**config.mk**
```make
export PLATFORM = sky130hd
export DESIGN_NAME = i2c_cond_ctrl
export DESIGN_NICKNAME = d
export VERILOG_FILES = /design/src/rtl/i2c_cond_pkg.sv /design/src/rtl/i2c_bus_watch.sv /design/src/rtl/i2c_cond_seq.sv /design/src/rtl/i2c_ack_gate.sv /design/src/rtl/i2c_cond_ctrl.sv
export SDC_FILE = /design/constraint.sdc
export NUM_CORES = 1
export LEC_CHECK = 0
export BUFFER_PORTS_ARGS = -buffer_cell sky130_fd_sc_hd__buf_2
export CORE_UTILIZATION = 49
export CTS_CLUSTER_DIAMETER = 60
export DETAILED_ROUTE_END_ITERATION = 7
export PLACE_DENSITY = 0.73
export SYNTH_ARGS = -nofsm -noshare
export SYNTH_HDL_FRONTEND = slang
export SYNTH_SLANG_ARGS = --single-unit
```
**constraint.sdc**
```tcl
create_clock -name clk -period 2 [get_ports clk]
set_clock_uncertainty 0.2 [all_clocks]
set_input_delay 0.2 -clock clk [delete_from_list [all_inputs] [get_ports clk]]
set_output_delay 0.2 -clock clk [all_outputs]
set_load 0.01 [all_outputs]
```
**src/rtl/i2c_cond_pkg.sv**
```systemverilog
package i2c_cond_pkg;

    typedef enum logic [2:0] {
        SQ_IDLE,
        SQ_RS_SDA,
        SQ_SETUP,
        SQ_HOLD,
        SQ_OWNED,
        SQ_SP_LOW,
        SQ_SP_SCL
    } seq_state_e;

    typedef enum logic [1:0] {
        REQ_NONE,
        REQ_START,
        REQ_RESTART,
        REQ_STOP
    } cond_req_e;

    typedef struct packed {
        logic scl_low;
        logic sda_low;
    } line_drive_t;

    typedef struct packed {
        logic master;
        logic xmit;
        logic ack_halt;
    } ctrl_reg_t;

    function automatic int unsigned max2(input int unsigned a, input int unsigned b);
        return (a > b) ? a : b;
    endfunction

    // Open-drain drive pattern for each sequencer state
    function automatic line_drive_t drive_for(input seq_state_e s);
        line_drive_t d;
        case (s)
            SQ_RS_SDA: d = '{scl_low: 1'b1, sda_low: 1'b0};
            SQ_HOLD:   d = '{scl_low: 1'b0, sda_low: 1'b1};
            SQ_OWNED:  d = '{scl_low: 1'b1, sda_low: 1'b1};
            SQ_SP_LOW: d = '{scl_low: 1'b1, sda_low: 1'b1};
            SQ_SP_SCL: d = '{scl_low: 1'b0, sda_low: 1'b1};
            default:   d = '{scl_low: 1'b0, sda_low: 1'b0};
        endcase
        return d;
    endfunction

endpackage

```
**src/rtl/i2c_bus_watch.sv**
```systemverilog
module i2c_bus_watch
    import i2c_cond_pkg::*;
#(
    parameter int SYNC_STAGES = 2
) (
    input  logic clk,
    input  logic rst,
    input  logic scl_i,
    input  logic sda_i,
    output logic busy
);
    logic [SYNC_STAGES-1:0] scl_sync_q, sda_sync_q;
    logic scl_prev_q, sda_prev_q, busy_q;
    logic scl_s, sda_s, start_seen, stop_seen;

    always_ff @(posedge clk) begin
        if (rst) begin
            scl_sync_q <= '1;
            sda_sync_q <= '1;
            scl_prev_q <= 1'b1;
            sda_prev_q <= 1'b1;
        end else begin
            scl_sync_q <= {scl_sync_q[SYNC_STAGES-2:0], scl_i};
            sda_sync_q <= {sda_sync_q[SYNC_STAGES-2:0], sda_i};
            scl_prev_q <= scl_s;
            sda_prev_q <= sda_s;
        end
    end

    assign scl_s      = scl_sync_q[SYNC_STAGES-1];
    assign sda_s      = sda_sync_q[SYNC_STAGES-1];
    assign start_seen = scl_s && scl_prev_q && sda_prev_q && !sda_s;
    assign stop_seen  = scl_s && scl_prev_q && !sda_prev_q && sda_s;

    always_ff @(posedge clk) begin
        if (rst)             busy_q <= 1'b0;
        else if (start_seen) busy_q <= 1'b1;
        else if (stop_seen)  busy_q <= 1'b0;
    end

    assign busy = busy_q;


    start_sets_busy_chk: assert property (@(posedge clk) disable iff (rst)
        start_seen |=> busy_q);

    stop_clears_busy_chk: assert property (@(posedge clk) disable iff (rst)
        stop_seen |=> !busy_q);
endmodule

```
**src/rtl/i2c_cond_seq.sv**
```systemverilog
module i2c_cond_seq
    import i2c_cond_pkg::*;
#(
    parameter int unsigned SETUP_CYC = 4,
    parameter int unsigned HOLD_CYC  = 4
) (
    input  logic        clk,
    input  logic        rst,
    input  cond_req_e   req,
    output line_drive_t drive,
    output logic        done,
    output logic        idle,
    output logic        owned
);
    localparam int unsigned CNT_W = $clog2(max2(SETUP_CYC, HOLD_CYC) + 1);
    localparam logic [CNT_W-1:0] SETUP_LAST = CNT_W'(SETUP_CYC - 1);
    localparam logic [CNT_W-1:0] HOLD_LAST  = CNT_W'(HOLD_CYC - 1);

    seq_state_e       state_q;
    logic [CNT_W-1:0] cnt_q;
    logic             done_q;
    logic             expire;

    assign expire = (state_q == SQ_HOLD) ? (cnt_q == HOLD_LAST) : (cnt_q == SETUP_LAST);

    always_ff @(posedge clk) begin
        if (rst) begin
            state_q <= SQ_IDLE;
            cnt_q   <= '0;
            done_q  <= 1'b0;
        end else begin
            done_q <= 1'b0;
            case (state_q)
                SQ_IDLE: begin
                    cnt_q <= '0;
                    if (req == REQ_START) state_q <= SQ_SETUP;
                end
                SQ_OWNED: begin
                    cnt_q <= '0;
                    if (req == REQ_RESTART)   state_q <= SQ_RS_SDA;
                    else if (req == REQ_STOP) state_q <= SQ_SP_LOW;
                end
                default: begin
                    if (!expire) begin
                        cnt_q <= cnt_q + 1'b1;
                    end else begin
                        cnt_q <= '0;
                        case (state_q)
                            SQ_RS_SDA: state_q <= SQ_SETUP;
                            SQ_SETUP:  state_q <= SQ_HOLD;
                            SQ_HOLD: begin
                                state_q <= SQ_OWNED;
                                done_q  <= 1'b1;
                            end
                            SQ_SP_LOW: state_q <= SQ_SP_SCL;
                            SQ_SP_SCL: begin
                                state_q <= SQ_IDLE;
                                done_q  <= 1'b1;
                            end
                            default:   state_q <= SQ_IDLE;
                        endcase
                    end
                end
            endcase
        end
    end

    assign drive = drive_for(state_q);
    assign done  = done_q;
    assign idle  = (state_q == SQ_IDLE);
    assign owned = (state_q == SQ_OWNED);


    done_pulse_chk: assert property (@(posedge clk) disable iff (rst)
        done_q |=> !done_q);

    sda_setup_chk: assert property (@(posedge clk) disable iff (rst)
        ($rose(drive.sda_low) && !drive.scl_low) |-> $past(!drive.scl_low));
endmodule

```
**src/rtl/i2c_ack_gate.sv**
```systemverilog
module i2c_ack_gate (
    input  logic clk,
    input  logic rst,
    input  logic ack_halt,
    input  logic ack_valid,
    input  logic ack_bit,
    input  logic clear,
    output logic nack_seen,
    output logic xfer_go
);
    logic nack_q;

    always_ff @(posedge clk) begin
        if (rst || clear)                          nack_q <= 1'b0;
        else if (ack_valid && ack_bit && ack_halt) nack_q <= 1'b1;
    end

    assign nack_seen = nack_q && ack_halt;
    assign xfer_go   = !nack_seen;


    nack_latch_chk: assert property (@(posedge clk) disable iff (rst)
        (ack_valid && ack_bit && ack_halt && !clear) |=> nack_q);

    nack_hold_chk: assert property (@(posedge clk) disable iff (rst)
        (nack_q && !clear) |=> nack_q);
endmodule

```
**src/rtl/i2c_cond_ctrl.sv**
```systemverilog
module i2c_cond_ctrl
    import i2c_cond_pkg::*;
#(
    parameter int unsigned SETUP_CYC   = 4,
    parameter int unsigned HOLD_CYC    = 4,
    parameter int          SYNC_STAGES = 2
) (
    input  logic clk,
    input  logic rst,
    input  logic wr_en,
    input  logic wr_master,
    input  logic wr_xmit,
    input  logic wr_ack_halt,
    input  logic wr_bus_busy,
    input  logic wr_no_cond,
    output logic rd_master,
    output logic rd_xmit,
    output logic rd_ack_halt,
    output logic rd_bus_busy,
    output logic rd_no_cond,
    output logic rd_nack_seen,
    input  logic scl_i,
    input  logic sda_i,
    output logic scl_oe,
    output logic sda_oe,
    input  logic ack_valid,
    input  logic ack_bit,
    output logic xfer_go,
    output logic cond_done
);
    ctrl_reg_t   ctrl_q;
    cond_req_e   req;
    line_drive_t drive;
    logic        seq_idle, seq_owned, bus_busy, wr_cmd, start_taken;

    always_ff @(posedge clk) begin
        if (rst)        ctrl_q <= '0;
        else if (wr_en) ctrl_q <= '{master: wr_master, xmit: wr_xmit, ack_halt: wr_ack_halt};
    end

    // Decisions use the mode bits held before this write
    assign wr_cmd = wr_en && !wr_no_cond && ctrl_q.master;

    always_comb begin
        req = REQ_NONE;
        if (wr_cmd && wr_bus_busy && ctrl_q.xmit) begin
            if (seq_owned)                 req = REQ_RESTART;
            else if (seq_idle && !bus_busy) req = REQ_START;
        end else if (wr_cmd && !wr_bus_busy && seq_owned) begin
            req = REQ_STOP;
        end
    end

    assign start_taken = (req == REQ_START) || (req == REQ_RESTART);

    i2c_bus_watch #(.SYNC_STAGES(SYNC_STAGES)) u_watch (
        .clk  (clk),
        .rst  (rst),
        .scl_i(scl_i),
        .sda_i(sda_i),
        .busy (bus_busy)
    );

    i2c_cond_seq #(.SETUP_CYC(SETUP_CYC), .HOLD_CYC(HOLD_CYC)) u_seq (
        .clk  (clk),
        .rst  (rst),
        .req  (req),
        .drive(drive),
        .done (cond_done),
        .idle (seq_idle),
        .owned(seq_owned)
    );

    i2c_ack_gate u_ack (
        .clk      (clk),
        .rst      (rst),
        .ack_halt (ctrl_q.ack_halt),
        .ack_valid(ack_valid),
        .ack_bit  (ack_bit),
        .clear    (start_taken),
        .nack_seen(rd_nack_seen),
        .xfer_go  (xfer_go)
    );

    assign scl_oe      = drive.scl_low;
    assign sda_oe      = drive.sda_low;
    assign rd_master   = ctrl_q.master;
    assign rd_xmit     = ctrl_q.xmit;
    assign rd_ack_halt = ctrl_q.ack_halt;
    assign rd_bus_busy = bus_busy;
    assign rd_no_cond  = 1'b1;


    no_cond_idle_chk: assert property (@(posedge clk) disable iff (rst)
        (seq_idle && wr_en && wr_no_cond) |=> seq_idle);

    slave_idle_chk: assert property (@(posedge clk) disable iff (rst)
        (seq_idle && wr_en && !ctrl_q.master) |=> seq_idle);

    slave_owned_chk: assert property (@(posedge clk) disable iff (rst)
        (seq_owned && wr_en && !ctrl_q.master) |=> seq_owned);
endmodule

```
==> results of run 1 <==
## kinds of logic (layout without fill, tap and decap cells)
logic type	Yosys count	in the layout
AND/OR/NAND/NOR	33	33
flip-flops	18	18
AO/OA/AOI/OAI	13	13
buffers and inverters	8	36
adder cells (fa/ha/maj)	5	5
multiplexers	5	5
XOR/XNOR	2	2
other	1	1
## cell usage after synthesis (all sizes together) (2+ instances only)
master / instances
nand2: 6
dfxtp: 18
xnor2: 2
nor2: 9
or2: 7
buf: 5
a21oi: 4
a31oi: 2
o21a: 2
ha: 5
o21ai: 4
nor2b: 2
nor3: 2
inv: 3
mux2i: 4
## final timing paths
path,start,to,cells after the start
setup / recovery,u_seq.state_q[0],u_seq.state_q[0],6
hold / removal,ack_valid,u_ack.nack_q,3
setup reg to reg,u_seq.state_q[0],u_seq.state_q[0],6
hold reg to reg,u_watch.sda_sync_q[0],u_watch.sda_sync_q[1],1
## sequential cells by signal (all words and copies together) (netlist names)
signal	flops
u_seq.cnt_q	3
u_ack.nack_q	1
u_watch.scl_prev_q	1
u_seq.done	1
u_watch.sda_sync_q	2
u_watch.sda_prev_q	1
u_watch.busy	1
rd_ack_halt	1
rd_master	1
rd_xmit	1
u_seq.state_q	3
u_watch.scl_sync_q	2
## area by class of cell
| cell class | instances | area [um^2] | area share, % |
|---|---|---|---|
| Timing Repair Buffer | 29 | 182.7 | 17.96 |
| Sequential cell | 18 | 360.3 | 35.42 |
| Clock buffer | 4 | 36.28 | 3.567 |
| Multi-Input combinational cell | 59 | 406.6 | 39.98 |
| Tap cell | 16 | 20.02 | 1.968 |
| Inverter | 3 | 11.26 | 1.107 |
## power breakdown
part,switching (mW),internal (mW),leakage [nW]
logic,0.0318,0.0397,0.302
registers,0.00889,0.372,0.147
clock network,0.111,0.111,0.0210
total,0.152,0.523,0.470
## through the flow
stage / power (mW) / hold slack, ns
final: 0.6741 / 0.01428
after global routing: 0.7017 / 0.003586
after CTS: 0.6811 / 0.0007253
after detailed placement: 0.4508 / 0.1852
after global placement: 0.4483 / 0.1833
after floorplan: 0.4297 / 0.1038
## layer usage
metal	global-route usage [%]	up-vias	part of all wire, %	routed length [um]
li1	-	340	-	-
met1	19.15	289	48	688
met2	31.82	21	45	649
met3	3.830	5	4.4	63
met4	10.91	0	2.5	36
met5	0	-	0	0
## worst min-delay path: cells and delay by family
family          cells  cell delay, ns
simple gates        1            0.11
buf+inv             1            0.08
compound gates      1            0.07
## repair_timing
| item | 4_1_cts | 5_1_grt |
|---|---|---|
| hold buffers | 6 | 0 |
| resized for setup | 0 | 0 |
| endpoints found under the hold margin | 6 | 0 |
| setup endpoints to repair | 0 | 0 |
==> results.yml, run 1 <==
timing:
  fin_ws_ns: 0.2225
  finalCriticalPeriod_ns: 1.777
  slew_violations: 0
  setup_viol: 0
  rsz0062_at_grt: "false"
  finalCritPeriodShare_pct: 88.87
  tns_ns: 0
  max_freq_mhz: 562.6
  finalHoldViolCount: 0
critical_path:
  worstSetupPathType: "reg2reg"
  required_ns: 1.99
  cp_top_family: "compound AO/OA/AOI/OAI gates"
  end_kind: "flop"
  worstSetupStartpointType: "flop"
  slowest_stage: "dfxtp_1"
  rrSetupSlack_ns: 0.22
  critical_path_arrival_ns: 1.77
  worst-path-buf-inv: 0
  cp_slowest_stage_delay_ns: 0.35
  crit_path_cell_trace: "nor2_4, and4b_1, o21ai_0, ha_1, o21a_1, o31a_1"
  crit_fanout: 4
logic_synthesis:
  yosys_most_used_dff: "dfxtp_1"
  synth_simple_gate_area_share_pct: 23.67
  yosysSeqAreaShare_pct: 43.70
  syn_area_um2: 824.5
  synth_top_family_by_area: "simple AND/OR/NAND/NOR gates"
  synthAdderAreaFrac_pct: 7.587
  synth_top_area_share_pct: 43.70
  synth_xor_area_share_pct: 2.124
  ys_top_cells_by_area: "dfxtp_1 44%, ha_1 7.6%, or2_2 5.3%"
  postSynthAreaPerCell_um2: 9.700
  syn_inst: 85
  synth.distinct_cells: 29
  yosysWarnings: 0
  synthMuxAreaShare_pct: 6.222
  synth_fp_nets: 102
  ys_seq_elements: 18
  synth_edf_count: 0
  synth_top_area_cell: "dfxtp_1"
  synth_compound_area_share_pct: 9.256
  synthArstFlopShare_pct: 0
route:
  drc_errors: 0
  drt_iter0_drc: 1
  via_per_inst: 5.078
  finalWirelength_um: 1437
  routedWlPerCell_um: 11.14
  dr.pass1.iters: 2
  vias: 655
  ant_nets: 0
clock_network:
  cts-root-buf: "clkbuf_4"
  clk_latency_ns: 0.29
  htreeDepth: 1
  clock-sinks: 18
  clockBufferDepth: 2
  tritoncts: "yes"
  post_cts_buffers: 0
  cts_made_buffers: 3
  clk_pin_slew_ns: 0.10
finish:
  nFillCells: 132
  final_cell_mix: "20 x buf_2, 18 x dfxtp_1, 7 x or2_2"
  syn_to_final_growth_pct: 23.37
  final_cells: 129
  final_area_um2: 1017
  drive_gt1_share_pct: 35.40
  final_nets: 131
  diodes: 0
  utilization_pct: 65.99
  final_common_cell: "buf_2"
global_routing:
  gr-total-overflow: 0
  grt_max_degree: 17
  grt_first_pass_wirelength_um: 2449
  antenna_found_initial: 0
  grt_usage_pct: 17.96
  first_global_vias: 633
power_and_ir_drop:
  cellPowerDensity_nw_per_um2: 662.7
  ir_drop_mv: 0.5527
  leakage_nw: 0.4697
worst_hold_path:
  hold_path.class: "in2reg"
placed_design:
  gp_congestion: 0.7107
  place_area_um2: 920.9
  post-dp-hpwl_um: 989.9
  pre_cts_ws_ns: 0.2312
  port_buffers: 20
  placed_cells: 119
floorplanning:
  fp.coreArea_um2: 1541
  die_x_um: 43.02
  row_count: 14
  io_pins: 22
  dieArea_um2: 1851
  die_y_um: 43.02
  start_util_pct: 53.49
run_status:
  outcome: "finished clean"
flow_run:
  cap_violations: 0
Power figures use the tool's default switching activity.
==> run 2, diff against run 1 <==
- ABC_AREA: unset -> 1
- CORE_UTILIZATION: 49 -> 50
- PLACE_DENSITY: 0.73 -> 0.74
- SLEW_MARGIN: unset -> 20
==> run 2 against run 1 <==
  * Sequential cell count did not move
  * Utilization grew 10 points
  * Setup slack worse by 0.16 ns
  * Critical path depth rose by 8
  * Combinational power increased to 5.7 times the previous value
  * Final area is 16% higher
  * Area after synthesis up 3.2%
==> results.yml, run 2 <==
logic_synthesis:
  synth_top_area_share_pct: 42.35
  synth_top_area_cell: "dfxtp_1"
  ys_seq_elements: 18
  synth.distinct_cells: 24
  synth_common_cells: "18 x dfxtp_1, 17 x inv_1, 16 x nor2_1"
  yosysSeqAreaShare_pct: 42.35
  synth_fp_nets: 130
  yosysWarnings: 0
  ys_top_cells_by_area: "dfxtp_1 42%, inv_1 7.5%, ha_1 7.4%"
  syn_inst: 113
  yosys_most_used_dff: "dfxtp_1"
  synth_edf_count: 0
  syn_area_um2: 850.8
  yosysMostFrequentCell: "dfxtp_1"
  synthArstFlopShare_pct: 0
  postSynthAreaPerCell_um2: 7.529
finish:
  final_common_cell: "buf_2"
  utilization_pct: 76.30
  final_cells: 165
  syn_to_final_growth_pct: 38.24
  reg_top3: "u_seq.cnt_q (3), u_seq.state_q (3)"
  diodes: 0
  drive_gt1_share_pct: 39.60
  final_nets: 167
  final_cell_mix: "20 x buf_2, 16 x nor2_1, 14 x dfxtp_1"
  final_area_um2: 1176
route:
  via_per_inst: 5.182
  drt_iter0_drc: 18
  vias: 855
  finalWirelength_um: 1971
  drc_errors: 0
  routedWlPerCell_um: 11.95
  ant_nets: 0
  dr.pass1.iters: 4
global_routing:
  first_global_vias: 719
  grt_usage_pct: 21.54
  grt_first_pass_wirelength_um: 2925
  grt_max_degree: 11
  gr-total-overflow: 0
  antenna_found_initial: 0
placed_design:
  pre_cts_ws_ns: 0.005216
  post-dp-hpwl_um: 1117
  placed_cells: 147
  gp_congestion: 0.8052
  place_area_um2: 955.9
  port_buffers: 20
clock_network:
  clk_pin_slew_ns: 0.11
  clock-sinks: 18
  htreeDepth: 1
  cts_made_buffers: 3
  clk_latency_ns: 0.30
  tritoncts: "yes"
  cts-root-buf: "clkbuf_4"
  clockBufferDepth: 2
critical_path:
  worstSetupStartpointType: "flop"
  required_ns: 2.04
  critical_path_arrival_ns: 1.98
  crit_fanout: 3
  end_kind: "flop"
  worstSetupPathType: "reg2reg"
timing:
  fin_ws_ns: 0.06338
  finalHoldViolCount: 0
  max_freq_mhz: 516.4
  slew_violations: 0
  setup_viol: 0
  finalCriticalPeriod_ns: 1.937
  finalCritPeriodShare_pct: 96.83
  tns_ns: 0
  rsz0062_at_grt: "true"
  whs_ns: 0.02831
floorplanning:
  start_util_pct: 55.19
  row_count: 14
  dieArea_um2: 1871
  io_pins: 22
  die_y_um: 43.25
  fp.coreArea_um2: 1541
  die_x_um: 43.25
flow_run:
  cap_violations: 0
power_and_ir_drop:
  cellPowerDensity_nw_per_um2: 914.9
  leakage_nw: 0.5643
  power_mw: 1.076
  ir_drop_mv: 0.5613
worst_hold_path:
  hold_path.class: "in2reg"
run_status:
  outcome: "finished clean"
## run 2: changes by cell type in the layout (fill, tap and decap cells not counted), moves of 5 or more
cell / before / now
nor2_1: 5 / 16
inv_1: 3 / 13
inv_2: 0 / 6
nand3_1: 1 / 7
nand2_1: 6 / 11
nand2_2: 0 / 5
## run 2: logic make-up after synthesis
| logic type | after synthesis | share of synthesized area (%) |
|---|---|---|
| simple gates | 54 | 30.30 |
| buf+inv | 22 | 11.03 |
| flops | 18 | 42.35 |
| compound gates | 13 | 8.531 |
| fa+ha+maj | 5 | 7.353 |
| other cells | 1 | 0.4408 |
## run 2: worst paths after layout
kind / startpoint / endpoint / slack, ns / depth (start not counted)
hold / removal: wr_en / rd_master / 0.03 / 3
hold reg to reg: u_watch.scl_sync_q[0] / u_watch.scl_sync_q[1] / 0.22 / 1
setup reg to reg: rd_master / u_seq.state_q[2] / 0.06 / 14
setup / recovery: rd_master / u_seq.state_q[2] / 0.06 / 14
## run 2: final cells by class
class / instances / area [um^2]
clock buffers: 4 / 36.28
fillers: 107 / 365.4
inverters: 19 / 71.32
multi-input cells: 73 / 440.4
flip-flops and latches: 18 / 370.4
well taps: 16 / 20.02
repair buffers: 35 / 237.7
## run 2: power breakdown
group | switching [mW] | leakage [nW] | internal, mW
clock | 0.117 | 0.0210 | 0.111
combinational | 0.231 | 0.393 | 0.175
sequential | 0.0373 | 0.150 | 0.405
total | 0.386 | 0.564 | 0.691
## run 2: critical path, cell delays in order (launching register included)
cell     delay (ns)
dfxtp_2        0.35
nand2_2        0.06
nor2_4         0.11
nand3_2        0.10
or2_0          0.21
nand2_1        0.09
inv_2          0.07
ha_2           0.18
inv_2          0.05
nand3_2        0.09
nand2_2        0.10
inv_1          0.06
nand3_1        0.06
nand2_1        0.05
nor2_1         0.10
## run 2: timing repair
action	4_1_cts	5_1_grt
setup buffers	0	4
endpoints found under the setup margin	1	3
hold buffers	10	0
gates resized for setup	1	20
pin swaps	0	11
endpoints found under the hold margin	8	0
## run 2: layer usage
metal	routed length [um]	vias up	global-route usage (%)
met5	0	-	0
met4	73	0	12.73
met3	108	9	3.830
met2	949	35	34.03
met1	840	389	27.06
li1	-	422	-
==> run 3, diff against run 2 <==
- BUFFER_PORTS_ARGS: -buffer_cell sky130_fd_sc_hd__buf_2 -> unset
- CORE_UTILIZATION: 50 -> 55
- DONT_BUFFER_PORTS: unset -> 1
- PLACE_DENSITY: 0.74 -> 0.68
- REMOVE_ABC_BUFFERS: unset -> 1
- SLEW_MARGIN: 20 -> 25
==> run 3 against run 2 <==
  * Clock-buffer cell count unchanged
  * Largest cell class unchanged
  * Setup slack worse by 0.0096 ns
  * Non-clock buffer count down 19
  * Clock power down 4%
  * Via count down 15%
  * First-iteration DRC count down 83%
  * Critical endpoint unchanged
  * Register-to-register slack about the same
  * Total power down 4.1%
==> results.yml, run 3 (synthesized netlist as in run 2, its figures left out) <==
timing:
  setup_viol: 0
  finalHoldViolCount: 0
  tns_ns: 0
  slew_violations: 0
  rsz0062_at_grt: "true"
  finalCritPeriodShare_pct: 97.31
  finalCriticalPeriod_ns: 1.946
  fin_ws_ns: 0.05382
  max_freq_mhz: 513.8
floorplanning:
  row_count: 13
  dieArea_um2: 1708
  start_util_pct: 62.27
  die_y_um: 41.33
  io_pins: 22
  fp.coreArea_um2: 1366
  die_x_um: 41.33
finish:
  final_common_cell: "nor2_1"
  seqCellArea_um2: 364.1
  final_cell_mix: "16 x nor2_1, 15 x dfxtp_1, 13 x inv_1"
  final_nets: 148
  final_cells: 145
  multi_input_area_um2: 442.9
  drive_gt1_share_pct: 29.23
  syn_to_final_growth_pct: 27.06
  diodes: 0
  reg_top3: "u_seq.cnt_q (3), u_seq.state_q (3)"
  nFillCells: 96
  final_area_um2: 1081
worst_hold_path:
  min_path_cells: 4
  hold_path.class: "in2reg"
global_routing:
  gr-total-overflow: 0
  grt_first_pass_wirelength_um: 2559
  first_global_vias: 625
  grt_usage_pct: 22.66
  grt_max_degree: 11
  antenna_found_initial: 0
route:
  via_per_inst: 5.028
  finalWirelength_um: 1605
  drt_iter0_drc: 3
  routedWlPerCell_um: 11.07
  dr.pass1.iters: 4
  ant_nets: 0
  drc_errors: 0
  vias: 729
critical_path:
  worstSetupPathType: "reg2reg"
  required_ns: 1.99
  crit_fanout: 3
  worstSetupStartpointType: "flop"
  reg2reg_depth: 13
  end_kind: "flop"
  critical_path_arrival_ns: 1.94
placed_design:
  post-dp-hpwl_um: 1048
  place_area_um2: 877.1
  placed_cells: 129
  gp_congestion: 0.7091
  pre_cts_ws_ns: 0.04874
  port_buffers: 0
clock_network:
  clk_pin_slew_ns: 0.10
  cts-root-buf: "clkbuf_4"
  clock-sinks: 18
  htreeDepth: 1
  clockBufferDepth: 2
  clk_latency_ns: 0.28
  tritoncts: "yes"
  cts_made_buffers: 3
flow_run:
  cap_violations: 0
power_and_ir_drop:
  pwr-share-seq_pct: 42.5
  internal_power_mw: 0.6717
  power_mw: 1.032
  cellPowerDensity_nw_per_um2: 954.3
  leakage_nw: 0.4823
  pwr-share-clk_pct: 21.3
  swShare_pct: 34.89
  p_comb_share_pct: 36.2
  ir_drop_mv: 0.5029
  p_switching_mw: 0.3600
run_status:
  outcome: "finished clean"
==> run 3: changes by cell type in the layout (fill, tap and decap cells not counted) <==
cell / delta
nand3_1: -2
dlygate4sd3_1: +1
nand2_1: +1
nand3_2: +2
dfxtp_1: +1
buf_2: -20
nand2_2: -1
nor3_2: -1
nor3_1: +1
dfxtp_4: -2
dfxtp_2: +1
==> run 3: through the flow <==
step	utilization [%]	hold slack [ns]
6_report	79.12	0.1989
4_1_cts	77.11	0.2218
3_5_place_dp	64.19	0.07291
2_1_floorplan	-	0.06907
5_1_grt	79.12	0.2064
3_3_place_gp	64.19	0.07233
==> run 3: metal layers <==
layer  part of all wire [%]  wire [um]  global-route usage [%]  vias to the layer above
met5                      0          0                       0                        -
met2                     50        801                   37.89                       14
met4                   0.75         12                   8.065                        0
met1                     47        751                   29.61                      329
li1                       -          -                       -                      384
met3                    2.4         39                   3.191                        2
==> run 3: path summary, 6_finish.rpt <==
check | startpoint | endpoint | slack [ns]
worst max-delay path | rd_master | u_seq.state_q[2] | 0.05
worst min-delay path | wr_bus_busy | u_ack.nack_q | 0.20
worst max register to register | rd_master | u_seq.state_q[2] | 0.05
worst min register to register | u_watch.sda_sync_q[0] | u_watch.sda_sync_q[1] | 0.22
==> run 3: power by group through the flow <==
stage	registers [mW]	clock network, mW	logic (mW)
after floorplan	0.444	0	0.228
after detailed placement	0.443	0	0.308
after CTS	0.435	0.228	0.332
after global routing	0.444	0.238	0.422
final	0.438	0.219	0.374
after global placement	0.441	0	0.302
==> run 3: area by class of cell <==
cell class                      instances  area share (%)
Inverter                               19           6.597
Multi-Input combinational cell         73           40.97
Clock buffer                            4           3.356
Tap cell                               15           1.736
Sequential cell                        18           33.68
Timing Repair Buffer                   16           13.66
==> run 3: critical path: stages (launching register included) <==
cell	delay, ns
dfxtp_2	0.35
nand2_2	0.06
nor2_4	0.11
nand3_2	0.10
or2_0	0.21
nand2_1	0.11
inv_2	0.07
ha_4	0.15
inv_2	0.04
nand4_1	0.17
inv_1	0.11
nor2_2	0.04
nor2_1	0.09
nor2_1	0.04
==> run 3: repair_timing <==
action / in CTS / in global routing
setup buffers: 0 / 1
gates resized for setup: 0 / 18
endpoints found under the setup margin: 0 / 6
hold buffers: 14 / 0
hold endpoints to repair: 15 / 0
